`src/rtl/pwm_dac_pkg.sv`:
```
package pwm_dac_pkg;
    localparam int NUM_CH  = 2;
    localparam int CH_LEAD = 0;
    localparam int CH_LAG  = 1;
endpackage

```
`src/rtl/pwm_code_split.sv`:
```
module pwm_code_split #(
    parameter int DW = 11
) (
    input  logic [DW:0]   code,
    output logic [DW-1:0] duty_lead,
    output logic [DW-1:0] duty_lag
);
    logic [DW-1:0] base;
    logic [DW:0]   sum;

    always_comb begin
        base = code[DW:1];
        sum  = {1'b0, base} + {{DW{1'b0}}, code[0]};
        // saturate so the half-step never wraps the lead duty to zero
        duty_lead = sum[DW] ? {DW{1'b1}} : sum[DW-1:0];
        duty_lag  = base;
    end

    always_comb begin
        assert (duty_lead == duty_lag || duty_lead == duty_lag + 1'b1
                || duty_lag == {DW{1'b1}})
            else $error("AST_SPLIT_STEP violated");
    end
endmodule

```
`src/rtl/pwm_phase_offset.sv`:
```
module pwm_phase_offset #(
    parameter int CW = 10,
    parameter int TW = 8
) (
    input  logic [CW-1:0] period,
    input  logic [TW-1:0] trim,
    output logic [CW-1:0] offset,
    output logic [CW-1:0] lag_start
);
    localparam int XW = CW + 1;

    logic [XW-1:0] half_w;
    logic [XW-1:0] trim_w;
    logic [XW-1:0] off_w;
    logic [XW-1:0] span_w;
    logic [XW-1:0] start_w;

    always_comb begin
        span_w  = {1'b0, period} + XW'(1);
        half_w  = span_w >> 1;
        trim_w  = XW'(trim);
        off_w   = (trim_w > half_w) ? '0 : half_w - trim_w;
        start_w = (off_w == '0) ? '0 : span_w - off_w;
        offset    = off_w[CW-1:0];
        lag_start = start_w[CW-1:0];
    end

    always_comb begin
        assert (start_w <= {1'b0, period})
            else $error("AST_LAG_START_RANGE violated");
    end
endmodule

```
`src/rtl/pwm_compare.sv`:
```
module pwm_compare #(
    parameter int CW = 10
) (
    input  logic          run,
    input  logic [CW-1:0] cnt,
    input  logic [CW:0]   duty,
    output logic          pwm
);
    always_comb begin
        pwm = run && ({1'b0, cnt} < duty);
    end
endmodule

```
`src/rtl/pwm_dual_phase_dac.sv`:
```
module pwm_dual_phase_dac #(
    parameter int CW = 10,
    parameter int TW = 8
) (
    input  logic          clk,
    input  logic          rst_n,
    input  logic          enable,
    input  logic [CW-1:0] period,
    input  logic [CW+1:0] code,
    input  logic [TW-1:0] trim,
    output logic          pwm_lead,
    output logic          pwm_lag,
    output logic          cycle_start
);
    import pwm_dac_pkg::*;

    localparam int DW = CW + 1;
    localparam logic [CW-1:0] ONE = CW'(1);

    typedef struct packed {
        logic          run;
        logic [CW-1:0] cnt_lead;
        logic [CW-1:0] cnt_lag;
        logic [CW-1:0] per;
        logic [CW-1:0] off;
        logic [DW-1:0] duty_lead;
        logic [DW-1:0] duty_lag;
    } state_t;

    state_t st_d, st_q;

    logic [DW-1:0] new_duty_lead, new_duty_lag;
    logic [CW-1:0] new_off, new_lag_start;
    logic [CW-1:0] lag_step;
    logic          at_wrap;

    pwm_code_split #(.DW(DW)) u_split (
        .code      (code),
        .duty_lead (new_duty_lead),
        .duty_lag  (new_duty_lag)
    );

    pwm_phase_offset #(.CW(CW), .TW(TW)) u_phase (
        .period    (period),
        .trim      (trim),
        .offset    (new_off),
        .lag_start (new_lag_start)
    );

    always_comb begin
        st_d     = st_q;
        at_wrap  = (st_q.cnt_lead == st_q.per);
        lag_step = (st_q.cnt_lag == st_q.per) ? '0 : st_q.cnt_lag + ONE;
        if (!enable) begin
            st_d = '0;
        end else if (!st_q.run || at_wrap) begin
            st_d.run       = 1'b1;
            st_d.cnt_lead  = '0;
            st_d.cnt_lag   = new_lag_start;
            st_d.per       = period;
            st_d.off       = new_off;
            st_d.duty_lead = new_duty_lead;
            st_d.duty_lag  = new_duty_lag;
        end else begin
            st_d.cnt_lead = st_q.cnt_lead + ONE;
            st_d.cnt_lag  = lag_step;
        end
    end

    always_ff @(posedge clk or negedge rst_n) begin
        if (!rst_n) begin
            st_q <= '0;
        end else begin
            st_q <= st_d;
        end
    end

    logic [CW-1:0] ch_cnt  [NUM_CH];
    logic [DW-1:0] ch_duty [NUM_CH];
    logic          ch_pwm  [NUM_CH];

    always_comb begin
        ch_cnt[CH_LEAD]  = st_q.cnt_lead;
        ch_cnt[CH_LAG]   = st_q.cnt_lag;
        ch_duty[CH_LEAD] = st_q.duty_lead;
        ch_duty[CH_LAG]  = st_q.duty_lag;
    end

    for (genvar g = 0; g < NUM_CH; g++) begin : g_ch
        pwm_compare #(.CW(CW)) u_cmp (
            .run  (st_q.run),
            .cnt  (ch_cnt[g]),
            .duty (ch_duty[g]),
            .pwm  (ch_pwm[g])
        );
    end

    assign pwm_lead    = ch_pwm[CH_LEAD];
    assign pwm_lag     = ch_pwm[CH_LAG];
    assign cycle_start = st_q.run && (st_q.cnt_lead == '0);

    AST_IDLE_AFTER_DISABLE: assert property (@(posedge clk) disable iff (!rst_n)
        !enable |=> (!pwm_lead && !pwm_lag && !cycle_start));

    AST_CNT_RANGE: assert property (@(posedge clk) disable iff (!rst_n)
        st_q.run |-> (st_q.cnt_lead <= st_q.per && st_q.cnt_lag <= st_q.per));

    AST_PHASE_LOCK: assert property (@(posedge clk) disable iff (!rst_n)
        cycle_start |-> (({1'b0, st_q.cnt_lag} + {1'b0, st_q.off}) % ({1'b0, st_q.per} + (CW+1)'(1))
                         == '0));

    AST_SHADOW_HOLD: assert property (@(posedge clk) disable iff (!rst_n)
        (st_q.run && $past(st_q.run) && st_q.cnt_lead != '0)
        |-> ($stable(st_q.duty_lead) && $stable(st_q.duty_lag) && $stable(st_q.per)));

    AST_START_ALIGNED: assert property (@(posedge clk) disable iff (!rst_n)
        $rose(st_q.run) |-> (st_q.cnt_lead == '0));
endmodule

```
`config.mk`:
```
export PLATFORM = sky130hd
export DESIGN_NAME = pwm_dual_phase_dac
export DESIGN_NICKNAME = d
export VERILOG_FILES = /design/src/rtl/pwm_dac_pkg.sv /design/src/rtl/pwm_code_split.sv /design/src/rtl/pwm_phase_offset.sv /design/src/rtl/pwm_compare.sv /design/src/rtl/pwm_dual_phase_dac.sv
export SDC_FILE = /design/constraint.sdc
export NUM_CORES = 1
export LEC_CHECK = 0
export BUFFER_PORTS_ARGS = -buffer_cell sky130_fd_sc_hd__buf_2
export CAP_MARGIN = 20
export CELL_PAD_IN_SITES_DETAIL_PLACEMENT = 1
export CELL_PAD_IN_SITES_GLOBAL_PLACEMENT = 2
export CORE_MARGIN = 4
export CORE_UTILIZATION = 30
export DETAILED_ROUTE_END_ITERATION = 7
export PLACE_DENSITY = 0.63
export SETUP_SLACK_MARGIN = 0.02
export SLEW_MARGIN = 30
export SYNTH_ARGS = -nofsm -noshare
export SYNTH_HDL_FRONTEND = slang
export SYNTH_HIERARCHICAL = 1
export SYNTH_SLANG_ARGS = --single-unit
```
`constraint.sdc`:
```
create_clock -name clk -period 3.05 [get_ports clk]
set_clock_uncertainty 0.2 [all_clocks]
set_input_delay 0.1525 -clock clk [delete_from_list [all_inputs] [get_ports clk]]
set_output_delay 0.1525 -clock clk [all_outputs]
set_load 0.02 [all_outputs]
```
==> metrics.txt <==
status=complete, but fails checks; failing checks=negative setup slack; Cells after DPL=819; antenna-violating nets left=0; Initial Util=0.306; grt ovf=0; DR pass1 iterations=4; Hold Slack=0.0129 ns; P_int=1.91 mW; Rel. slew slack=0.565; Clk pwr share=0.236; Clock transition at path regs=0.08 ns; Final Hold Viols=0; data arrival time of the worst path=3.66 ns; cell count after synthesis=554; worst slew pin tran=0.652 ns; Final WS setup=-0.638 ns; largest net degree at the start of global routing=67; cell area after synthesis=0.00465 sq mm; sequential share of power=0.298; LEAKAGE=2.81 nW; maximum root-to-sink buffer count=2; placer's final routability congestion estimate=0.791; Core Rows=45; Post-Layout Cell Count=863; GRT Total Usage=0.177; Switching Fraction=0.357; number of remaining DRC errors=0; IR drop worst, VDD=0.000226 V; DP Wirelength=10800 um; RSZ-0062 raised after global routing=true; Chip Height=132 um; syn_nets=630; detailed router's first-iteration violation count=153; Final min period=3.69 ns; Root Buffer=clkbuf_16; core area=0.0152 sq mm; layout cells sized above 1=0.323; average cell area after synthesis=8.39 sq um; initial antenna violation count=0; PortBufs=35; ANT cells=0; Clock Latency Late Sink=0.31 ns; Worst setup SP type=primary input; io pins=36; Max Fclk=271 MHz; WL per Instance=17.8 um; Die Area=0.0175 sq mm; max-cap viol count=0; Area after DPL=0.00545 sq mm; Psw=1.06 mW; CTS tree=yes; via count=4418; CTS Buf Count=5; Syn. warnings=6; Comb power frac=0.466; PwrDens=462 mW/mm^2; Worst setup EP type=flop; Hold WC Path Type=primary input to flop; first-pass GRT wire length=25100 um; total power=2.97 mW; clock sink count=53; Layout Nets=750; Final Cycle Share=1.21; vias per cell=5.12; Syn-to-layout area delta=38.2%; crit path kind=primary input to flop; CTS H-tree lvls=2; Finished Cell Area=0.00642 sq mm; Critical Path RT=3.02 ns; number of global-route vias before repair=4813; Worst Path Max Fanout=4; Final Max Tran Viols=0; final setup vio count=10; die width=132 um; WL final=15400 um
-- registers in the layout, summed over array words and instances (netlist names) --
register  flops
ch_duty      22
ch_cnt       20
st_q         11
-- stage by stage --
stage	worst slack, ns	setup TNS, ns	utilization
5_1_grt	-0.825	-5.41	0.422
4_1_cts	-0.720	-4.26	0.408
6_report	-0.638	-3.71	0.422
3_3_place_gp	-1.11	-7.60	0.358
3_5_place_dp	-1.25	-8.73	0.358
2_1_floorplan	-0.873	-3.67	-
-- repair_timing --
item / 4_1_cts / 5_1_grt
pin swaps: 28 / 28
cloned: 1 / 0
hold endpoints to repair: 48 / 0
resized for setup: 69 / 23
setup endpoints to repair: 10 / 10
buffers inserted: 20 / 9
hold buffers: 12 / 0
-- final cells by class --
type                    instances  area, sq um
inverters                      36          135
multi-input cells             428         3390
fillers                      1810         8780
flip-flops and latches         53         1330
clock inverters                 2         37.5
clock buffers                   6          139
repair buffers                150         1160
well taps                     188          235
-- worst max-delay path, stage by stage --
cell and delay, ns:
buf_12 0.11, ha_4 0.17, buf_6 0.12, xor2_4 0.15, ha_4 0.26, nor2b_4 0.15
o2111ai_2 0.14, a32o_2 0.31, and2_4 0.15, nor2_4 0.11, ha_4 0.14, inv_2 0.03
fa_2 0.33, a21o_1 0.19, a21oi_2 0.14, nor2b_1 0.06, o21a_1 0.19, o41a_1 0.32
xor2_1 0.14, and2_1 0.14, nand3_2 0.07, o31ai_2 0.07
-- power by group through the flow --
stage | combinational [mW] | clock, mW | sequential (mW)
after floorplan | 0.735 | 0 | 0.851
after global placement | 1.08 | 0 | 0.901
after detailed placement | 1.12 | 0 | 0.902
after CTS | 1.32 | 0.732 | 0.888
after global routing | 1.53 | 0.749 | 0.898
final | 1.38 | 0.700 | 0.884
-- worst paths after layout --
kind / startpoint / endpoint / slack [ns] / cells after the start
setup / recovery: period[0] / ch_cnt[8] / -0.64 / 22
hold / removal: code[3] / ch_duty[2] / 0.01 / 3
setup reg to reg: ch_cnt[10] / ch_duty[1] / 0.63 / 6
hold reg to reg: ch_duty[16] / ch_duty[16] / 0.33 / 2
max in group asynchronous: rst_n / ch_cnt[1] / 1.95 / 3
min in group asynchronous: rst_n / ch_cnt[16] / 0.14 / 2
-- per-layer routing --
layer	global-route usage	vias up	share of wire
met5	0	-	0
met4	0.0439	0	0.013
met3	0.0281	13	0.019
met2	0.314	27	0.52
met1	0.226	2195	0.45
li1	-	2183	-
-- cell usage in the layout, fill, tap and decap left out, drive strengths merged, types with 6 or more instances in the layout --
cell	n
nor3	12
ha	41
o21a	6
xor2	22
and3	8
clkbuf	6
nand3	68
xnor2	37
buf	138
o31ai	11
a21o	7
nand2b	16
nor2	17
nand4	11
nand2	53
o21ai	40
a21oi	20
and2	12
inv	35
dfrtp	53
dlygate4sd3	12
No activity file was read; power rests on OpenSTA's default activity.
